### config.mk
export PLATFORM = sky130hd
export DESIGN_NAME = dntmr_core
export DESIGN_NICKNAME = d
export VERILOG_FILES = /design/src/rtl/dntmr_pkg.sv /design/src/rtl/dntmr_regs.sv /design/src/rtl/dntmr_div.sv /design/src/rtl/dntmr_cnt.sv /design/src/rtl/dntmr_core.sv
export SDC_FILE = /design/constraint.sdc
export NUM_CORES = 1
export LEC_CHECK = 0
export CAP_MARGIN = 20
export CORE_MARGIN = 1.5
export CORE_UTILIZATION = 55
export CTS_BUF_LIST = sky130_fd_sc_hd__clkbuf_16
export DETAILED_ROUTE_END_ITERATION = 6
export PLACE_DENSITY = 0.76
export SYNTH_ARGS = -nofsm -noshare
export SYNTH_HDL_FRONTEND = slang
export SYNTH_SLANG_ARGS = --single-unit
### constraint.sdc
create_clock -name clk -period 2.1 [get_ports clk]
set_input_delay 0.42 -clock clk [delete_from_list [all_inputs] [get_ports clk]]
set_output_delay 0.42 -clock clk [all_outputs]
set_load 0.05 [all_outputs]
### src/rtl/dntmr_pkg.sv
`timescale 1ns/1ps
package dntmr_pkg;
  localparam int ADDR_W = 2;
  typedef logic [ADDR_W-1:0] addr_t;

  localparam addr_t ADR_CTRL = 2'd0;
  localparam addr_t ADR_RLD  = 2'd1;
  localparam addr_t ADR_DIV  = 2'd2;
  localparam addr_t ADR_CMD  = 2'd3;

  localparam int CMD_FORCE_BIT = 0;
  localparam int CMD_KEEP_BIT  = 1;
  localparam int CTRL_BITS     = 3;

  // bit 0 enable, bit 1 inhibit, bit 2 quiet-forced
  typedef struct packed {
    logic quiet;
    logic inhibit;
    logic enable;
  } ctrl_t;
endpackage

### src/rtl/dntmr_regs.sv
`timescale 1ns/1ps
module dntmr_regs
  import dntmr_pkg::*;
#(
  parameter int CNT_W = 16,
  parameter int DIV_W = 16
) (
  input  logic             clk,
  input  logic             rst_n,
  input  logic             wr_en,
  input  addr_t            wr_addr,
  input  logic [CNT_W-1:0] wr_data,
  output ctrl_t            ctrl,
  output logic [CNT_W-1:0] rld_pre,
  output logic [DIV_W-1:0] div_pre,
  output logic             force_upd,
  output logic             flag_clr
);
  logic cmd_hit;
  logic unused_hi;

  assign cmd_hit   = wr_en && (wr_addr == ADR_CMD);
  assign force_upd = cmd_hit && wr_data[CMD_FORCE_BIT];
  assign flag_clr  = cmd_hit && !wr_data[CMD_KEEP_BIT];
  assign unused_hi = ^wr_data[CNT_W-1:CTRL_BITS];

  always_ff @(posedge clk) begin
    if (!rst_n) begin
      ctrl    <= '0;
      rld_pre <= '1;
      div_pre <= '0;
    end else if (wr_en) begin
      case (wr_addr)
        ADR_CTRL: ctrl    <= ctrl_t'(wr_data[CTRL_BITS-1:0]);
        ADR_RLD:  rld_pre <= wr_data;
        ADR_DIV:  div_pre <= wr_data[DIV_W-1:0];
        default:  ;
      endcase
    end
  end
endmodule

### src/rtl/dntmr_div.sv
`timescale 1ns/1ps
module dntmr_div #(
  parameter int DIV_W = 16
) (
  input  logic             clk,
  input  logic             rst_n,
  input  logic             enable,
  input  logic             restart,
  input  logic             load,
  input  logic [DIV_W-1:0] div_pre,
  output logic             tick
);
  logic [DIV_W-1:0] div_cnt;
  logic [DIV_W-1:0] div_act;

  assign tick = enable && (div_cnt == div_act);

  always_ff @(posedge clk) begin
    if (!rst_n) begin
      div_cnt <= '0;
    end else if (restart || tick) begin
      div_cnt <= '0;
    end else if (enable) begin
      div_cnt <= div_cnt + 1'b1;
    end
  end

  always_ff @(posedge clk) begin
    if (!rst_n) begin
      div_act <= '0;
    end else if (load) begin
      div_act <= div_pre;
    end
  end
endmodule

### src/rtl/dntmr_cnt.sv
`timescale 1ns/1ps
module dntmr_cnt #(
  parameter int CNT_W = 16
) (
  input  logic             clk,
  input  logic             rst_n,
  input  logic             tick,
  input  logic             force_upd,
  input  logic             flag_clr,
  input  logic             inhibit,
  input  logic             quiet,
  input  logic [CNT_W-1:0] rld_pre,
  output logic             upd_evt,
  output logic [CNT_W-1:0] cnt_o,
  output logic [CNT_W-1:0] rld_act,
  output logic             underflow_o,
  output logic             update_o,
  output logic             flag_o
);
  logic wrap;
  logic reload;
  logic flag_set;
  logic [CNT_W-1:0] cnt_next;

  // a forced update on the same edge as a wrap takes precedence
  assign wrap     = tick && (cnt_o == '0) && !force_upd;
  assign reload   = wrap || force_upd;
  assign upd_evt  = reload && !inhibit;
  assign flag_set = (wrap && !inhibit) || (force_upd && !inhibit && !quiet);

  always_comb begin
    cnt_next = cnt_o;
    if (reload)    cnt_next = upd_evt ? rld_pre : rld_act;
    else if (tick) cnt_next = cnt_o - 1'b1;
  end

  always_ff @(posedge clk) begin
    if (!rst_n) begin
      cnt_o       <= '0;
      rld_act     <= '1;
      underflow_o <= 1'b0;
      update_o    <= 1'b0;
    end else begin
      cnt_o       <= cnt_next;
      underflow_o <= wrap;
      update_o    <= upd_evt;
      if (upd_evt) rld_act <= rld_pre;
    end
  end

  always_ff @(posedge clk) begin
    if (!rst_n)        flag_o <= 1'b0;
    else if (flag_set) flag_o <= 1'b1;
    else if (flag_clr) flag_o <= 1'b0;
  end
endmodule

### src/rtl/dntmr_core.sv
`timescale 1ns/1ps
module dntmr_core
  import dntmr_pkg::*;
#(
  parameter int CNT_W = 16,
  parameter int DIV_W = CNT_W
) (
  input  logic             clk,
  input  logic             rst_n,
  input  logic             wr_en,
  input  logic [1:0]       wr_addr,
  input  logic [CNT_W-1:0] wr_data,
  output logic [CNT_W-1:0] cnt_o,
  output logic             underflow_o,
  output logic             update_o,
  output logic             irq_o
);
  ctrl_t            ctrl;
  logic [CNT_W-1:0] rld_pre;
  logic [CNT_W-1:0] rld_act;
  logic [DIV_W-1:0] div_pre;
  logic             force_upd;
  logic             flag_clr;
  logic             tick;
  logic             upd_evt;
  logic             ctl_en;
  logic             ctl_inh;
  logic             ctl_quiet;

  assign ctl_en    = ctrl.enable;
  assign ctl_inh   = ctrl.inhibit;
  assign ctl_quiet = ctrl.quiet;

  dntmr_regs #(.CNT_W(CNT_W), .DIV_W(DIV_W)) regs_i (
    .clk       (clk),
    .rst_n     (rst_n),
    .wr_en     (wr_en),
    .wr_addr   (wr_addr),
    .wr_data   (wr_data),
    .ctrl      (ctrl),
    .rld_pre   (rld_pre),
    .div_pre   (div_pre),
    .force_upd (force_upd),
    .flag_clr  (flag_clr)
  );

  dntmr_div #(.DIV_W(DIV_W)) div_i (
    .clk     (clk),
    .rst_n   (rst_n),
    .enable  (ctl_en),
    .restart (force_upd),
    .load    (upd_evt),
    .div_pre (div_pre),
    .tick    (tick)
  );

  dntmr_cnt #(.CNT_W(CNT_W)) cnt_i (
    .clk         (clk),
    .rst_n       (rst_n),
    .tick        (tick),
    .force_upd   (force_upd),
    .flag_clr    (flag_clr),
    .inhibit     (ctl_inh),
    .quiet       (ctl_quiet),
    .rld_pre     (rld_pre),
    .upd_evt     (upd_evt),
    .cnt_o       (cnt_o),
    .rld_act     (rld_act),
    .underflow_o (underflow_o),
    .update_o    (update_o),
    .flag_o      (irq_o)
  );
endmodule

; Word-level counts from Yosys, hierarchy flattened
; Index checks and enable logic that the tools add are counted.
[totals]
register_bits = 102
input_bits = 21
out_inout_bits = 19
elab_cells = 49
[op_classes]
addsub = 2
n_eq_ne = 4
n_mux = 5
bitwise = 1
reduce_logical = 25
[op_table]
columns = cell, n
row1 = 2-to-1 mux 16 bit, 3
row2 = "adder 16 x 1 -> 16 bit, second input constant", 1
row3 = equality test 16 bit, 1
row4 = zero test 16 bit, 1
row5 = "subtractor 16 x 1 -> 16 bit, second input constant", 1
row6 = logical AND 1 bit, 10
row7 = AND reduction 2 bit, 3
row8 = "equality test 2 bit, second input constant", 2
row9 = zero test 1 bit, 4
row10 = nonzero test 2 bit, 2
row11 = logical OR 1 bit, 3
row12 = "equality test 2 x 1 -> 1 bit, second input constant", 1
row13 = zero test 2 bit, 1
row14 = 2-to-1 mux 1 bit, 2
row15 = OR reduction 2 bit, 1
row16 = NOT 1 bit, 1

; Depth between registers and ports, before layout
; Gate-level depths: netlist of run 1.
[depth]
word_depth = 9
depth_mapped = 9
ltp_nobuf = 8

; Modules after synthesis
; A second synthesis of run 1 with hierarchy kept.
[unflattened]
cells_unflattened = 528
area_unflattened_um2 = 4789.6
[by_module_without_submodules]
columns = mod, n_inst, cells_per_inst, area_per_inst_um2, seq_area_each_um2
row1 = dntmr_cnt, 1, 216, 1813.0, 700.7
row2 = dntmr_div, 1, 152, 1492.7, 640.6
row3 = dntmr_regs, 1, 160, 1483.9, 700.7

; Worst setup path after synthesis of run 1
; Ideal clock, no wire load.
[synth_timing]
path_kind = register to register
startpoint = register cnt_i.cnt_o[0]
endpoint = register cnt_i.rld_act[5]
setup_ns = 0.129
t_arrival_ns = 2.209
required_ns = 1.971
setup_slack_ns = -0.239
stages_incl_launch_ff = 10
n_path_buf = 1
synth_period_minus_slack_ns = 2.339
cell_sequence = dfxtp_1 > inv_1 > ha_1 > nor4b_1 > nand4_2 > nor2_1 > a31oi_1 > buf_2 > mux2i_1 > nand2_1
[synth_between]
elab_chain_cells = 6
[synth_lines]
columns = item, line
row1 = start: declaration, dntmr_cnt.sv:14  ; output logic [CNT_W-1:0] cnt_o,
row2 = start signal: assignment, dntmr_cnt.sv:44  ; cnt_o <= cnt_next;
row3 = zero test 16 bit, dntmr_cnt.sv:26  ; assign wrap = tick && (cnt_o == '0) && !force_upd;
row4 = logical AND 1 bit (2 in series), dntmr_cnt.sv:26
row5 = logical OR 1 bit, dntmr_cnt.sv:27  ; assign reload = wrap || force_upd;
row6 = logical AND 1 bit, dntmr_cnt.sv:28  ; assign upd_evt = reload && !inhibit;
row7 = 2-to-1 mux 16 bit, -
row8 = end signal: assignment, dntmr_cnt.sv:47  ; if (upd_evt) rld_act <= rld_pre;
row9 = end: declaration, dntmr_cnt.sv:15  ; output logic [CNT_W-1:0] rld_act,
; Every way passes these cells.
; A chain may end at the register's enable or synchronous reset.

; Worst setup path after layout of run 1
[layout_timing]
startpoint = register cnt_i.cnt_o[0]
endpoint = output port cnt_o[0]
[layout_rtl]
columns = item, line
row1 = end: declaration, dntmr_core.sv:13  ; output logic [CNT_W-1:0] cnt_o,
; No word-level cell between the ends.

==> results of run 1 <==
-- Yosys cell counts, types with 2 or more instances --
library cell,n,share of area
a21oi_1,28,0.030
a221oi_1,4,0.0075
buf_1,4,0.0032
clkbuf_1,23,0.019
or2_1,2,0.0027
nor4_1,5,0.0067
ha_1,3,0.0081
nor2_1,32,0.026
a31oi_1,2,0.0027
xnor2_1,26,0.049
nand4_1,10,0.013
and3_1,4,0.0054
nor4_4,2,0.0092
o31ai_1,4,0.0065
or2_2,2,0.0027
nand2_1,115,0.093
nand2b_1,2,0.0027
o22ai_1,5,0.0067
dfxtp_1,102,0.44
nand3_1,48,0.052
inv_1,11,0.0089
xor2_1,17,0.032
a211oi_1,5,0.0081
mux2i_1,27,0.058
o21ai_0,15,0.016
and2_1,2,0.0027
buf_2,7,0.0075
nor3_1,13,0.014
mux2_2,10,0.024
o21ai_1,16,0.017
-- cells by family (layout without fill, tap and decap cells) --
| logic type | count (synthesis) | count (layout) |
|---|---|---|
| AND/OR/NAND/NOR | 243 | 243 |
| XOR/XNOR | 43 | 43 |
| multiplexers | 37 | 37 |
| adder cells (fa/ha/maj) | 3 | 3 |
| flip-flops | 102 | 102 |
| AO/OA/AOI/OAI | 86 | 86 |
| buffers and inverters | 46 | 105 |
-- power by group through the flow --
stage,Sequential (mW),Clock [mW],Combinational (mW)
final,2.04,1.77,0.904
after floorplan,2.16,0,0.484
after CTS,2.04,1.79,0.881
after global routing,2.05,1.87,0.976
after detailed placement,2.09,0,0.874
after global placement,2.08,0,0.860
-- state kept, by name (all words and copies together) (netlist names), 3 cells and up --
| name | cells |
|---|---|
| div_i.div_cnt | 16 |
| regs_i.rld_pre | 16 |
| regs_i.ctrl | 3 |
| regs_i.div_pre | 16 |
| cnt_i.cnt_o | 16 |
| div_i.div_act | 16 |
| cnt_i.rld_act | 16 |
-- area by class of cell --
| class | count | area, µm² | share of cell area |
|---|---|---|---|
| clock inverters | 7 | 97.6 | 0.0169 |
| flip-flops and latches | 102 | 2040 | 0.355 |
| clock buffers | 9 | 225 | 0.0391 |
| inverters | 12 | 45.0 | 0.00781 |
| multi-input cells | 412 | 2460 | 0.427 |
| repair buffers | 77 | 761 | 0.132 |
| well taps | 105 | 131 | 0.0228 |
-- worst reg2reg max path: cells and delay by family, from the launching register on --
kind | cells | cell delay (ps)
simple gates | 3 | 470
buf+inv | 4 | 620
flops | 1 | 320
compound gates | 2 | 330
fa+ha+maj | 1 | 150
-- routing by layer --
layer | vias to the layer above | GRT usage | wire [µm]
met3 | 21 | 0.0362 | 522
li1 | 2036 | - | -
met1 | 1880 | 0.367 | 5420
met2 | 137 | 0.401 | 5200
met5 | - | 0 | 0
met4 | 0 | 0.0908 | 200
-- stage by stage --
step | hold WS [ps] | power (mW) | cell area, µm² | cells | worst slack, ps
5_1_grt | 408 | 4.89 | 5760 | 724 | -18.2
3_5_place_dp | 447 | 2.96 | 5400 | 708 | -39.7
4_1_cts | 409 | 4.71 | 5720 | 724 | 11.2
2_1_floorplan | 429 | 2.65 | 4650 | 560 | 25.9
6_report | 416 | 4.72 | 5760 | 724 | 71.3
3_3_place_gp | 443 | 2.94 | 5400 | 708 | 46.7
-- worst paths after layout --
path                                         end  cells past startpoint                           start  slack (ps)
setup / recovery                        cnt_o[0]                      2     cnt_i.cnt_o[0]$_SDFFE_PN0P_          70
hold reg to reg   regs_i.div_pre[8]$_SDFFE_PN0P_                      2  regs_i.div_pre[8]$_SDFFE_PN0P_         460
hold / removal       cnt_i.rld_act[1]$_SDFF_PN1_                      2                           rst_n         420
setup reg to reg     cnt_i.cnt_o[8]$_SDFFE_PN0P_                     10     cnt_i.cnt_o[1]$_SDFFE_PN0P_         120
-- timing repair --
action                                  in CTS  in global routing
gates resized for setup                      2                 13
endpoints found under the setup margin       2                 42
buffers inserted                             0                  0
==> impl_metrics.ini, run 1 <==
[global_route]
grt_pass1_vias = 3700
grt_overflow_total = 0
grt_max_degree = 63
grt_pass1_wl_mm = 17.8
gr-usage-all-layers = 0.259
grt_antenna_before_repair = 0

[die]
io_pins = 40
dieArea_um2 = 9000
core_area_um2 = 8180
die_w_um = 94.9
die_y_um = 94.9
start_util = 0.568
row_count = 33

[sta]
hold_viol = 0
final.setup_skew_ps = 7.69
max_freq_mhz = 493
drv_slew = 0
setup_tns_ps = 0
slew_headroom = 0.662
finalSetupViolations = 0
rsz0062_at_grt = true
worstMarginPinSlew_ps = 505
period_share = 0.966
finalCriticalPeriod_ps = 2030

[cells_and_area]
nets = 638
nFillCells = 651
final_util = 0.705
layout_commonest_cell = nand2_1
num_antenna_cells = 0
drive_gt1_frac = 0.128
syn_to_final_growth_pct = 24.2
layout_common_cells = nand2_1, dfxtp_1, nand3_1, buf_4, nor2_1

[critical_path]
critPathCaptureType = output pin
cp_top_family = buffers and inverters
path_cells = buf_4 > clkdlybuf4s50_1
critPathKind = register to output pin
critPathArrivalTime_ps = 1610
cp_slowest_stage_delay_ps = 800
crit_slowest_cell = clkdlybuf4s50_1
cp-start-kind = register
cp_max_fo = 5
critical_path_required_ps = 1680
path_buf_inv = 2

[synthesis]
synth_top_family_by_area = simple AND/OR/NAND/NOR gates
synthXorXnorAreaFrac = 0.0811
synthMuxAreaShare = 0.0825
synth_compound_area_frac = 0.108
ys_warn_count = 0
syn-cell-area_um2 = 4640
synthSimpleGateAreaFrac = 0.241
synth_nets = 584
yosys.area_share.adder = 0.00809
synth_edf_count = 0
synth_flop_cell = dfxtp_1
yosysSeqAreaShare = 0.440
synthArstFlopShare = 0
postSynthAreaPerCell_um2 = 8.29
ys_ff_latch = 102
yosysUniqueCellTypes = 44
syn_inst = 560

[route]
drt_iter0_drc = 240
vias_per_cell = 5.63
wl_mm = 11.3
drt_first_pass_iters = 6
remaining_drc_errors = 0
ant_nets = 0
wl_per_cell_um = 15.7
dr_total_vias = 4074

[clocking]
clk_pin_slew_ps = 80
clock_sinks = 102
cts_tree = built
hold_buffers = 0
clock_tree.root_cell = clkbuf_16
htreeDepth = 3
cts_buffers = 9
cts_buffer_depth = 2
insertion_delay_ps = 340

[placed_design]
place_congestion = 0.915
io_buffers = 39
place_hpwl_mm = 7.93

[power_and_ir_drop]
p_switching_mw = 1.37
p_int_mw = 3.35
p_clk_frac = 0.375
p_comb_frac = 0.192
peakVddDrop_mv = 0.424
power.density_nw_per_um2 = 818
switching_share = 0.290
seq_power_share = 0.433
leakagePower_nw = 2.43

[run_status]
status = complete, no violations

[min_path]
hp-class = input pin to register

[job]
max-cap-violations = 0
Note: power is estimated with default switching activity, not from simulation.
==> run 2: changes to the inputs <==
==> constraint.sdc (replaced) <==
create_clock -name clk -period 2.1 [get_ports clk]
set_input_delay 0.42 -clock clk [delete_from_list [all_inputs] [get_ports clk]]
set_output_delay 0.42 -clock clk [all_outputs]
set_load 0.1 [all_outputs]
==> impl_metrics.ini, run 2 (synthesis gave the netlist of run 1 again) <==
[critical_path]
cp-start-kind = register
r2r-start = cnt_i.cnt_o[1]$_SDFFE_PN0P_
critPathArrivalTime_ps = 2230
cp_max_fo = 33
ff2ff_path_depth = 11
critPathKind = register to register
critical_path_required_ps = 2330
critPathCaptureType = register
rr_endpoint = div_i.div_act[6]$_SDFFE_PN0N_
rrSetupSlack_ps = 100

[global_route]
grt_overflow_total = 0
use_met3 = 0.0459
met1_usage = 0.378
gr-usage-all-layers = 0.266
grt_pass1_vias = 3794
grt_antenna_before_repair = 0
grt_max_degree = 68
met2_usage = 0.404
busiest_layer = met2
grt_pass1_wl_mm = 18.6

[power_and_ir_drop]
p_switching_mw = 1.47
seq_power_share = 0.437
power.density_nw_per_um2 = 824
p_comb_frac = 0.217
peakVddDrop_mv = 0.517
p_clk_frac = 0.347
p_int_mw = 3.24
switching_share = 0.312
leakagePower_nw = 2.31
power.total_mw = 4.71

[sta]
slew_headroom = 0.662
max_freq_mhz = 500
worstMarginPinSlew_ps = 506
hold_viol = 0
finalSetupViolations = 0
drv_slew = 0
final.setup_skew_ps = 7.88
period_share = 0.952
finalCriticalPeriod_ps = 2000

[die]
row_count = 33
dieArea_um2 = 9000
start_util = 0.568
core_area_um2 = 8180
die_y_um = 94.9
io_pins = 40
die_w_um = 94.9

[placed_design]
place_congestion = 0.924
io_buffers = 39
place_hpwl_mm = 8.13
placed_area_um2 = 5330
placedCellCount = 704

[job]
max-cap-violations = 0

[route]
remaining_drc_errors = 0
vias_per_cell = 5.65
ant_nets = 0
drt_first_pass_iters = 5
drt_iter0_drc = 209
wl_per_cell_um = 15.6
wl_mm = 11.3
dr_total_vias = 4087

[clocking]
cts_buffer_depth = 2
clock_tree.root_cell = clkbuf_16
htreeDepth = 3
cts_tree = built
clock_sinks = 102
cts_buffers = 9
clk_pin_slew_ps = 80
insertion_delay_ps = 340

[cells_and_area]
nets = 637
final_util = 0.699
layout_commonest_cell = nand2_1
drive_gt1_frac = 0.183
final_area_um2 = 5720
layout_common_cells = nand2_1, dfxtp_1, buf_4, nand3_1, nor2_1
layout.cells.non_filler = 723
syn_to_final_growth_pct = 23.2
num_antenna_cells = 0
multi_input_area_um2 = 2490
regArea_um2 = 2070
nFillCells = 638

[run_status]
status = complete, no violations

[min_path]
hp-class = input pin to register
hold_start = rst_n
holdPathEnd = cnt_i.cnt_o[11]$_SDFFE_PN0P_
hold_depth = 3
## run 2: changes by cell type in the layout (fill, tap and decap cells not counted), sizes merged
cell,change
dlygate4sd2,-2
bufinv,-1
buf,+17
clkinv,+3
dlymetal6s2s,-8
clkdlybuf4s50,-8
inv,-2
## run 2: repair_timing
action	CTS	global route
buffers inserted	0	3
hold endpoints to repair	0	0
resized for setup	1	11
pin swaps	0	4
endpoints found under the setup margin	1	37
hold buffers	0	0
## run 2: stage by stage
stage / setup WS [ps] / hold WS, ps / TNS [ps]
4_1_cts: 3.32 / 425 / 0
2_1_floorplan: -4.75 / 429 / -42.4
3_3_place_gp: 102 / 440 / 0
5_1_grt: -4.02 / 444 / -4.02
3_5_place_dp: -3.03 / 442 / -3.03
6_report: 100 / 441 / 0
## run 2: cell type report
cell class / count / share of cell area
timing repair buffer: 76 / 0.119
inverter: 12 / 0.00788
clock buffer: 9 / 0.0394
tap: 105 / 0.0230
clock inverter: 7 / 0.0131
multi-input combinational: 412 / 0.436
sequential: 102 / 0.362
## run 2: how the worst max path moves through the flow
stage                     slack [ps]  depth (start not counted)                             to                   startpoint
after floorplan                   -5                          9    cnt_i.rld_act[5]$_SDFF_PN1_  cnt_i.cnt_o[0]$_SDFFE_PN0P_
after global placement           100                         11  div_i.div_act[6]$_SDFFE_PN0N_  cnt_i.cnt_o[0]$_SDFFE_PN0P_
after detailed placement          -3                          7    cnt_i.cnt_o[9]$_SDFFE_PN0P_                   wr_data[0]
after CTS                          3                         11  div_i.div_act[6]$_SDFFE_PN0N_  cnt_i.cnt_o[0]$_SDFFE_PN0P_
after global routing              -4                          7   cnt_i.cnt_o[15]$_SDFFE_PN0P_  cnt_i.cnt_o[5]$_SDFFE_PN0P_
final                            100                         11  div_i.div_act[6]$_SDFFE_PN0N_  cnt_i.cnt_o[1]$_SDFFE_PN0P_
## run 2: worst max-delay path: stages, from the launching register on
cell	delay (ps)
dfxtp_4	340
inv_1	80
ha_2	190
nor4b_4	180
buf_4	150
nand4_4	120
nor2_2	160
a31oi_4	140
buf_12	180
buf_12	160
nand3_1	90
o21ai_1	80
## run 2: routing by layer
layer  wire (µm)  up-vias
met3         583       17
met1        5370     1881
met2        5140      146
met4         204        0
li1            -     2043
met5           0        -
## run 2: power by group through the flow
| stage | Combinational, mW | Sequential [mW] | Clock [mW] |
|---|---|---|---|
| 6_report | 1.02 | 2.06 | 1.63 |
| 5_1_grt | 1.10 | 2.07 | 1.73 |
| 4_1_cts | 0.950 | 2.05 | 1.64 |
| 3_5_place_dp | 0.942 | 2.10 | 0 |
| 3_3_place_gp | 0.922 | 2.09 | 0 |
| 2_1_floorplan | 0.484 | 2.26 | 0 |
